**src/rtl/bce_pkg.sv**
```systemverilog
package bce_pkg;

  typedef enum logic [1:0] {
    CC_EQUAL      = 2'd0,
    CC_FIRST_LOW  = 2'd1,
    CC_FIRST_HIGH = 2'd2
  } cc_e;

  typedef enum logic {
    ST_IDLE = 1'b0,
    ST_RUN  = 1'b1
  } seq_state_e;

  // Unsigned ordering of one byte pair.
  function automatic cc_e byte_order(input logic [7:0] first, input logic [7:0] second);
    if (first == second)     return CC_EQUAL;
    else if (first < second) return CC_FIRST_LOW;
    else                     return CC_FIRST_HIGH;
  endfunction

endpackage

```
**src/rtl/bce_operand_fetch.sv**
```systemverilog
module bce_operand_fetch #(
  parameter int ADDR_W = 12,
  parameter int LEN_W  = 8
) (
  input  logic              clk,
  input  logic              rst_n,
  input  logic              load,
  input  logic [ADDR_W-1:0] base_a_in,
  input  logic [ADDR_W-1:0] base_b_in,
  input  logic [LEN_W-1:0]  last_in,
  input  logic              imm_mode_in,
  input  logic              advance,
  output logic              issue,
  output logic              issue_last,
  output logic              rd_a_en,
  output logic [ADDR_W-1:0] rd_a_addr,
  output logic              rd_b_en,
  output logic [ADDR_W-1:0] rd_b_addr,
  output logic [ADDR_W-1:0] base_a_q,
  output logic [ADDR_W-1:0] base_b_q,
  output logic [LEN_W-1:0]  last_q,
  output logic              imm_mode_q
);

  localparam int PAD_W = ADDR_W - LEN_W;

  logic [LEN_W-1:0]  idx_q;
  logic              all_issued_q;
  logic [ADDR_W-1:0] offset;

  assign offset     = {{PAD_W{1'b0}}, idx_q};
  assign issue      = advance && !all_issued_q;
  assign issue_last = issue && (idx_q == last_q);

  assign rd_a_en   = issue;
  assign rd_a_addr = base_a_q + offset;
  assign rd_b_en   = issue && !imm_mode_q;
  assign rd_b_addr = base_b_q + offset;

  always_ff @(posedge clk) begin
    if (!rst_n) begin
      base_a_q     <= '0;
      base_b_q     <= '0;
      last_q       <= '0;
      imm_mode_q   <= 1'b0;
      idx_q        <= '0;
      all_issued_q <= 1'b1;
    end else if (load) begin
      base_a_q     <= base_a_in;
      base_b_q     <= base_b_in;
      last_q       <= last_in;
      imm_mode_q   <= imm_mode_in;
      idx_q        <= '0;
      all_issued_q <= 1'b0;
    end else if (issue) begin
      if (issue_last) all_issued_q <= 1'b1;
      else            idx_q        <= idx_q + 1'b1;
    end
  end

endmodule

```
**src/rtl/bce_byte_judge.sv**
```systemverilog
module bce_byte_judge
  import bce_pkg::*;
(
  input  logic       clk,
  input  logic       rst_n,
  input  logic       load,
  input  logic [7:0] imm_byte_in,
  input  logic       imm_mode,
  input  logic       issue,
  input  logic       issue_last,
  input  logic [7:0] data_a,
  input  logic [7:0] data_b,
  output logic       decide,
  output logic [1:0] cc_now
);

  logic       pend_q;
  logic       pend_last_q;
  logic [7:0] imm_q;
  logic [7:0] second;
  logic       mismatch;
  cc_e        order;

  assign second   = imm_mode ? imm_q : data_b;
  assign order    = byte_order(data_a, second);
  assign mismatch = pend_q && (order != CC_EQUAL);
  assign decide   = pend_q && (mismatch || pend_last_q);
  assign cc_now   = order;

  always_ff @(posedge clk) begin
    if (!rst_n) begin
      pend_q      <= 1'b0;
      pend_last_q <= 1'b0;
      imm_q       <= '0;
    end else begin
      pend_q      <= issue;
      pend_last_q <= issue_last;
      if (load) imm_q <= imm_byte_in;
    end
  end

endmodule

```
**src/rtl/bce_sequencer.sv**
```systemverilog
module bce_sequencer
  import bce_pkg::*;
(
  input  logic       clk,
  input  logic       rst_n,
  input  logic       start,
  input  logic       decide,
  input  logic [1:0] cc_now,
  output logic       load,
  output logic       busy,
  output logic       advance,
  output logic       done,
  output logic [1:0] cc
);

  seq_state_e state_q;

  assign busy    = (state_q == ST_RUN);
  assign load    = (state_q == ST_IDLE) && start;
  assign advance = busy && !decide;

  always_ff @(posedge clk) begin
    if (!rst_n) begin
      state_q <= ST_IDLE;
      done    <= 1'b0;
      cc      <= CC_EQUAL;
    end else begin
      done <= 1'b0;
      case (state_q)
        ST_IDLE: if (start) state_q <= ST_RUN;
        ST_RUN: begin
          if (decide) begin
            state_q <= ST_IDLE;
            done    <= 1'b1;
            cc      <= cc_now;
          end
        end
        default: state_q <= ST_IDLE;
      endcase
    end
  end

endmodule

```
**src/rtl/bytecmp_engine.sv**
```systemverilog
module bytecmp_engine #(
  parameter int ADDR_W = 12,
  parameter int LEN_W  = 8
) (
  input  logic              clk,
  input  logic              rst_n,
  input  logic              start_i,
  input  logic              imm_mode_i,
  input  logic [ADDR_W-1:0] addr_a_i,
  input  logic [ADDR_W-1:0] addr_b_i,
  input  logic [LEN_W-1:0]  len_code_i,
  input  logic [7:0]        imm_byte_i,
  output logic              rd_a_en_o,
  output logic [ADDR_W-1:0] rd_a_addr_o,
  input  logic [7:0]        rd_a_data_i,
  output logic              rd_b_en_o,
  output logic [ADDR_W-1:0] rd_b_addr_o,
  input  logic [7:0]        rd_b_data_i,
  output logic [1:0]        cc_o,
  output logic              done_o
);

  // Internal events brought out as named wires for the checker.
  logic              load;
  logic              busy;
  logic              advance;
  logic              issue;
  logic              issue_last;
  logic              decide;
  logic [1:0]        cc_now;
  logic [LEN_W-1:0]  last_in;
  logic [ADDR_W-1:0] base_a_q;
  logic [ADDR_W-1:0] base_b_q;
  logic [LEN_W-1:0]  last_q;
  logic              imm_mode_q;

  // Immediate mode always examines exactly one pair.
  assign last_in = imm_mode_i ? '0 : len_code_i;

  bce_sequencer u_seq (
    .clk     (clk),
    .rst_n   (rst_n),
    .start   (start_i),
    .decide  (decide),
    .cc_now  (cc_now),
    .load    (load),
    .busy    (busy),
    .advance (advance),
    .done    (done_o),
    .cc      (cc_o)
  );

  bce_operand_fetch #(.ADDR_W(ADDR_W), .LEN_W(LEN_W)) u_fetch (
    .clk         (clk),
    .rst_n       (rst_n),
    .load        (load),
    .base_a_in   (addr_a_i),
    .base_b_in   (addr_b_i),
    .last_in     (last_in),
    .imm_mode_in (imm_mode_i),
    .advance     (advance),
    .issue       (issue),
    .issue_last  (issue_last),
    .rd_a_en     (rd_a_en_o),
    .rd_a_addr   (rd_a_addr_o),
    .rd_b_en     (rd_b_en_o),
    .rd_b_addr   (rd_b_addr_o),
    .base_a_q    (base_a_q),
    .base_b_q    (base_b_q),
    .last_q      (last_q),
    .imm_mode_q  (imm_mode_q)
  );

  bce_byte_judge u_judge (
    .clk         (clk),
    .rst_n       (rst_n),
    .load        (load),
    .imm_byte_in (imm_byte_i),
    .imm_mode    (imm_mode_q),
    .issue       (issue),
    .issue_last  (issue_last),
    .data_a      (rd_a_data_i),
    .data_b      (rd_b_data_i),
    .decide      (decide),
    .cc_now      (cc_now)
  );

endmodule

```
**config.mk**
```make
export PLATFORM = sky130hd
export DESIGN_NAME = bytecmp_engine
export DESIGN_NICKNAME = d
export VERILOG_FILES = /design/src/rtl/bce_pkg.sv /design/src/rtl/bce_operand_fetch.sv /design/src/rtl/bce_byte_judge.sv /design/src/rtl/bce_sequencer.sv /design/src/rtl/bytecmp_engine.sv
export SDC_FILE = /design/constraint.sdc
export NUM_CORES = 1
export LEC_CHECK = 0
export BUFFER_PORTS_ARGS = -buffer_cell sky130_fd_sc_hd__buf_2
export CAP_MARGIN = 15
export CORE_MARGIN = 3
export CORE_UTILIZATION = 57
export DETAILED_ROUTE_END_ITERATION = 7
export HOLD_SLACK_MARGIN = 0.06
export PLACE_DENSITY = 0.9
export SYNTH_ARGS = -nofsm -noshare
export SYNTH_HDL_FRONTEND = slang
export SYNTH_SLANG_ARGS = --single-unit
```
**constraint.sdc**
```tcl
create_clock -name clk -period 3.85 [get_ports clk]
set_input_delay 0.77 -clock clk [delete_from_list [all_inputs] [get_ports clk]]
set_output_delay 0.77 -clock clk [all_outputs]
set_load 0.02 [all_outputs]
```
==> run_results.csv, run 1 <==
group,metric,value,unit
clock_tree,clk_pin_slew,0.10,ns
setup_path,cp-start-kind,"register",
logic_synthesis,synth_top_family_by_area,"compound AO/OA/AOI/OAI gates",
logic_synthesis,synth-seq-area-share,34.15,%
pwr,peakVddDrop,0.0002271,V
sta,fmax,292.5,MHz
logic_synthesis,synth_fp_nets,493,
job,cap_violations,0,
global_routing,grt_pass1_wl,12.45,mm
cells_and_area,insertedDiodeCount,0,
sta,period_share,88.80,%
clock_tree,cts_buffers,5,
logic_synthesis,yosys.area.top_type,"dfxtp_1",
logic_synthesis,synth-compound-area-share,20.92,%
logic_synthesis,synth_xor_area_share,7.203,%
global_routing,antenna_found_initial,0,
setup_path,worstSetupPathType,"reg -> out",
setup_path,end_kind,"output pin",
logic_synthesis,ys_types,48,
cells_and_area,fillers,467,
logic_synthesis,synth_seq_cells,56,
placed_design,portBuffers,88,
floorplanning,die_h,81.90,um
logic_synthesis,synthCells,406,
detailed_routing,viasPerCell,5.496,
global_routing,grt_pass1_vias,2818,
cells_and_area,fin_cells,559,
logic_synthesis,synth_fa_ha_area_share,10.75,%
setup_path,crit_slowest_cell,"dfxtp_1",
clock_tree,postCtsSetupBuffers,0,
sta,setup_tns,0,ns
logic_synthesis,synth_top_area_share,34.15,%
setup_path,crit_family,"adder cells",
clock_tree,clockBufferDepth,2,
logic_synthesis,yosys.area_share.simple,20.31,%
logic_synthesis,muxShareOfSynthArea,2.782,%
cells_and_area,multiInputGateArea,0.002034,mm^2
clock_tree,clock_latency,0.32,ns
sta,fin_skew,0.007115,ns
logic_synthesis,netlist_area,0.003283,mm^2
detailed_routing,wl_met1,3.179,mm
sta,setup_viol,0,
placed_design,placedCellCount,551,
cells_and_area,nets,573,
setup_path,max_stage_delay,0.51,ns
detailed_routing,wl_per_cell,13.61,um
placed_design,gp_congestion,0.8110,
sta,period_minus_slack,3.419,ns
placed_design,dpl.hpwl,5.759,mm
setup_path,path_cells,"ha_1, inv_1, fa_1, nor2b_1, o31a_1, o31ai_1, a211oi_1, xor2_1, buf_2",
floorplanning,rows,27,
detailed_routing,num_vias,3072,
sta,timing.final.max_slew_violations,0,
floorplanning,core_area,0.005540,mm^2
detailed_routing,drt_iter0_drc,150,
logic_synthesis,ys.warnings.count,0,
hold_path,min_path_type,"reg -> reg",
clock_tree,h-tree-depth,2,
setup_path,worstPathMaxFanout,7,
global_routing,grt_remaining_overflow,0,
sta,grt_setup_unrepaired,"false",
clock_tree,cts_root_buf,"clkbuf_8",
cells_and_area,drive_gt1_share,22.38,%
cells_and_area,synthToLayoutAreaGrowth,17.26,%
detailed_routing,drc,0,
clock_tree,cts_hold_buffers,0,
logic_synthesis,ys_top_cells_by_area,"dfxtp_1 (34%), nand2_1 (9.9%), ha_1 (9.5%), a21oi_1 (9.0%), xor2_1 (3.7%)",
clock_tree,cts_resized,0,
cells_and_area,final_util,69.49,%
pwr,leakage,1.776,nW
detailed_routing,dr.pass1.iters,4,
run_status,run_status,"finished, final reports clean",
detailed_routing,finalWirelength,7.609,mm
setup_path,cp.required,3.08,ns
cells_and_area,seq_area,0.001121,mm^2
sta,setup_ws,0.4311,ns
logic_synthesis,async_reset_ff_share,0,%
detailed_routing,dr_wl_met3,532,um
detailed_routing,dr_wl_met2,3.747,mm
sta,hold_violations,0,
sta,hold_ws,0.4649,ns
detailed_routing,highest_layer,"met4",
global_routing,grt_use_total,23.64,%
placed_design,place_ws,0.7481,ns
pwr,p_per_area,305.9,mW/mm^2
global_routing,grt_max_degree,47,
floorplanning,top_level_ports,89,
setup_path,cp.buffers_inverters,2,
sta,slew-limit-headroom,43.77,%
setup_path,cp.arrival,2.65,ns
sta,tightest_slew,0.8366,ns
floorplanning,start_util,59.26,%
detailed_routing,postRouteAntennaNets,0,
floorplanning,dieArea,0.006707,mm^2
clock_tree,cts_sinks,56,
logic_synthesis,avgSynthCellArea,8.087,um^2
logic_synthesis,synth_edf_count,0,
clock_tree,cts_tree,"built",
logic_synthesis,ys.flop_type,"dfxtp_1",
floorplanning,die_w,81.90,um
[per-stage QoR]
| step | total power, mW | instance area, um^2 |
|---|---|---|
| after global placement | 0.8517 | 3757 |
| after CTS | 1.183 | 3850 |
| after floorplan | 0.7844 | 3283 |
| after global routing | 1.239 | 3850 |
| final | 1.178 | 3850 |
| after detailed placement | 0.8616 | 3757 |
[logic make-up after synthesis]
logic type | count (synthesis)
buf+inv | 32
compound gates | 108
mux | 9
flops | 56
xor+xnor | 27
fa+ha+maj | 27
simple gates | 147
[layout make-up]
type	count	share of cell area (%)
Clock buffer	5	1.787
Timing Repair Buffer	90	11.83
Sequential cell	56	29.12
Clock inverter	3	0.6175
Multi-Input combinational cell	318	52.84
Tap cell	72	2.340
Inverter	15	1.462
[final timing paths]
| kind | start | end | slack [ns] | cells after the start |
|---|---|---|---|---|
| worst max-delay path | u_fetch.idx_q[0] | rd_b_addr_o[10] | 0.43 | 9 |
| worst min-delay path | u_fetch.base_a_q[7] | u_fetch.base_a_q[7] | 0.46 | 2 |
| worst max register to register | u_fetch.imm_mode_q | u_fetch.idx_q[5] | 1.04 | 7 |
| worst min register to register | u_fetch.base_a_q[7] | u_fetch.base_a_q[7] | 0.46 | 2 |
[synthesized netlist by cell type (3+ instances only)]
library cell,count
nand2_1,87
a21oi_1,59
dfxtp_1,56
ha_1,25
nor2_1,21
clkbuf_1,15
inv_1,14
xor2_1,14
xnor2_1,13
o21ai_0,11
mux2i_1,8
nand3b_1,8
a211oi_1,7
nand3_1,6
o21a_1,6
nand4_1,4
nor2b_1,4
a21o_1,3
and3_1,3
nand2b_1,3
o31a_1,3
[flip-flops by register name (all words and copies together), names as in the netlist]
register / count
u_judge.imm_q: 8
u_seq.done: 1
u_fetch.base_b_q: 12
u_fetch.base_a_q: 12
u_seq.busy: 1
u_fetch.all_issued_q: 1
u_judge.pend_q: 1
u_fetch.imm_mode_q: 1
u_judge.pend_last_q: 1
u_fetch.idx_q: 8
u_seq.cc: 2
u_fetch.last_q: 8
[layout by cell type, fill, tap and decap left out, types with 11 or more instances in the layout]
master / synthesis / final
a21oi_1: 59 / 59
xor2_1: 14 / 14
nor2_1: 21 / 21
dfxtp_1: 56 / 56
o21ai_0: 11 / 11
nand2_1: 87 / 87
ha_1: 25 / 25
xnor2_1: 13 / 13
inv_1: 14 / 14
buf_2: 0 / 88
[layer usage]
layer,vias to the layer above,global-route usage [%]
li1,1568,-
met1,1387,30.18
met2,104,39.90
met3,13,3.838
met4,0,8.804
met5,-,0
[power by group]
| part | internal (mW) | switching [mW] | total [mW] |
|---|---|---|---|
| Combinational | 0.0899 | 0.130 | 0.220 |
| Clock | 0.129 | 0.199 | 0.328 |
| Sequential | 0.607 | 0.0226 | 0.629 |
| Total | 0.826 | 0.352 | 1.18 |
[worst reg2reg max path: stages, from the launching register on]
cell and delay, ns:
dfxtp_1 0.66, mux2_2 0.40, ha_1 0.27, nand4_1 0.11, o32a_1 0.50, a2111oi_4 0.41, a21oi_1 0.13, o21ba_2 0.23
(Power assumes the default switching activity.)
==> run 2, diff against run 1 <==
- ABC_AREA: unset -> 1
==> run 2 against run 1 <==
First-iteration DRC count rose by 12%. Synthesized cell count up 13%. Hold slack gained 0.017 ns. Combinational power is 24% higher. Maximum frequency increased by 5.4%. Routed wire length up 6.4%. Via count rose by 5.0%. Sequential share of layout area shrank 0.26 points. Largest cell class unchanged. Largest power group unchanged.
==> run_results.csv, run 2 <==
group,metric,value,unit
run_status,run_status,"finished, final reports clean",
placed_design,gp_congestion,0.8965,
setup_path,crit_slowest_cell,"dfxtp_1",
logic_synthesis,yosys.area.top_type,"dfxtp_1",
detailed_routing,dr_wl_met2,4.050,mm
floorplanning,die_w,82.20,um
logic_synthesis,synth_fp_nets,546,
floorplanning,top_level_ports,89,
clock_tree,clockBufferDepth,2,
cells_and_area,multiInputGateArea,0.001953,mm^2
setup_path,end_kind,"output pin",
global_routing,grt_use_total,25.07,%
sta,hold_violations,0,
clock_tree,cts_root_buf,"clkbuf_8",
detailed_routing,drc,0,
floorplanning,rows,27,
detailed_routing,num_vias,3227,
cells_and_area,insertedDiodeCount,0,
clock_tree,h-tree-depth,2,
global_routing,grt_remaining_overflow,0,
logic_synthesis,async_reset_ff_share,0,%
clock_tree,cts_tree,"built",
pwr,peakVddDrop,0.0002491,V
detailed_routing,dr_wl_met3,553,um
setup_path,cp-start-kind,"register",
clock_tree,cts_resized,0,
cells_and_area,synthToLayoutAreaGrowth,17.39,%
cells_and_area,drive_gt1_share,19.96,%
logic_synthesis,synth_common_cells,"nand2_1 (84), nor2_1 (80), dfxtp_1 (56)",
setup_path,max_stage_delay,0.48,ns
detailed_routing,wl_met1,3.315,mm
detailed_routing,dr.pass1.iters,4,
sta,timing.final.max_slew_violations,0,
logic_synthesis,synth_edf_count,0,
logic_synthesis,ys.flop_type,"dfxtp_1",
cells_and_area,final_util,69.70,%
detailed_routing,viasPerCell,5.264,
logic_synthesis,netlist_area,0.003309,mm^2
logic_synthesis,synth_top_area_share,33.88,%
cells_and_area,design_area,0.003885,mm^2
hold_path,min_path_type,"reg -> reg",
global_routing,grt_max_degree,43,
clock_tree,postCtsSetupBuffers,0,
sta,fmax,308.2,MHz
global_routing,antenna_found_initial,0,
cells_and_area,final_cell_mix,"buf_2 (88), nand2_1 (84), nor2_1 (80), dfxtp_1 (56), o21ai_0 (41)",
logic_synthesis,yosysMostFrequentCell,"nand2_1",
cells_and_area,nets,627,
placed_design,portBuffers,88,
detailed_routing,wl_per_cell,13.21,um
detailed_routing,finalWirelength,8.098,mm
logic_synthesis,synth-seq-area-share,33.88,%
detailed_routing,drt_iter0_drc,168,
sta,grt_setup_unrepaired,"false",
setup_path,cp.arrival,2.47,ns
logic_synthesis,ys.warnings.count,0,
global_routing,grt_pass1_wl,13.23,mm
sta,setup_ws,0.6057,ns
detailed_routing,postRouteAntennaNets,0,
job,cap_violations,0,
floorplanning,die_h,82.20,um
floorplanning,dieArea,0.006756,mm^2
logic_synthesis,synthCells,459,
sta,tightest_slew,0.6648,ns
cells_and_area,seq_area,0.001121,mm^2
sta,period_share,84.27,%
clock_tree,clock_latency,0.31,ns
global_routing,grt_pass1_vias,3064,
placed_design,place_area,0.003774,mm^2
sta,period_minus_slack,3.244,ns
sta,setup_viol,0,
clock_tree,clk_pin_slew,0.10,ns
detailed_routing,highest_layer,"met4",
setup_path,cp.buffers_inverters,2,
placed_design,place_ws,0.8918,ns
cells_and_area,mostFrequentLayoutCell,"buf_2",
pwr,p_total,1.305,mW
cells_and_area,fillers,452,
clock_tree,cts_sinks,56,
floorplanning,start_util,59.37,%
setup_path,cp.required,3.08,ns
cells_and_area,reg_top3,"u_fetch.base_a_q: 12 flops, u_fetch.base_b_q: 12 flops",
sta,fin_skew,0.007715,ns
logic_synthesis,ys_types,34,
sta,slew-limit-headroom,55.68,%
logic_synthesis,synth_seq_cells,56,
clock_tree,cts_hold_buffers,0,
setup_path,worstSetupPathType,"reg -> out",
pwr,leakage,1.990,nW
floorplanning,core_area,0.005574,mm^2
logic_synthesis,ys_top_cells_by_area,"dfxtp_1 (34%), nand2_1 (9.5%), ha_1 (9.5%), nor2_1 (9.1%), o21ai_0 (6.2%)",
sta,setup_tns,0,ns
setup_path,worstPathMaxFanout,7,
setup_path,path_cells,"ha_1, inv_1, fa_1, nand3b_1, nand2_1, a21oi_1, o21ai_1, nand3b_1, nand2_1, buf_2",
setup_path,crit_family,"adder cells",
clock_tree,cts_buffers,5,
logic_synthesis,avgSynthCellArea,7.210,um^2
placed_design,dpl.hpwl,6.155,mm
pwr,p_per_area,336.0,mW/mm^2
[run 2: changes by cell type in the layout (fill, tap and decap cells not counted), sizes merged, moves of 4 or more]
cell and delta:
nor2b -4, nor2 +64, xnor2 -9, a21oi -37, xor2 +7, a211oi -6, o21ai +40, nand3b -5
inv +29, nand3 +17, o21a -6
[run 2: per-layer routing]
metal / global-route usage, % / vias to the layer above
met3: 4.664 / 17
met5: 0 / -
li1: - / 1656
met1: 29.37 / 1442
met2: 45.27 / 112
met4: 8.804 / 0
[run 2: layout make-up]
type	instances	share of cell area, %
multi-input combinational	345	50.27
tap	72	2.319
sequential	56	28.86
clock buffer	6	1.868
clock inverter	2	0.9984
timing repair buffer	89	11.53
inverter	43	4.155
[run 2: through the flow]
step / hold WS [ns] / std cells
final: 0.4814 / 613
after global routing: 0.5057 / 613
after CTS: 0.4851 / 613
after detailed placement: 0.4703 / 605
after global placement: 0.4610 / 605
after floorplan: 0.4540 / 459
[run 2: report_power, final]
group          total [mW]  internal (mW)  switching, mW
clock               0.390          0.197          0.193
sequential          0.644          0.615         0.0284
combinational       0.272          0.104          0.168
[run 2: path summary, 6_finish.rpt]
| check | start | cells after the start | to | slack (ns) |
|---|---|---|---|---|
| max | u_fetch.idx_q[0] | 10 | rd_b_addr_o[10] | 0.61 |
| min reg2reg | u_seq.cc[1] | 2 | u_seq.cc[1] | 0.48 |
| min | u_seq.cc[1] | 2 | u_seq.cc[1] | 0.48 |
| max reg2reg | u_fetch.imm_mode_q | 10 | u_fetch.idx_q[5] | 1.57 |
[run 2: cell families (layout without fill, tap and decap cells)]
group	count (synthesis)	in the layout	share of synthesized area, %
xor gates and xnor gates	25	25	6.616
and+or+nand+nor	201	201	25.90
muxes	7	7	2.117
DFF	56	56	33.88
buffers and inverters	58	140	7.108
AOI/OAI and AO/OA	85	85	13.72
adders and majority gates	27	27	10.66
[run 2: worst register-to-register path: cells and delay by family, from the launching register on]
kind | cells | cell delay (ns)
and+or+nand+nor | 7 | 0.90
muxes | 1 | 0.17
DFF | 1 | 0.65
AOI/OAI and AO/OA | 1 | 0.16
adders and majority gates | 1 | 0.32
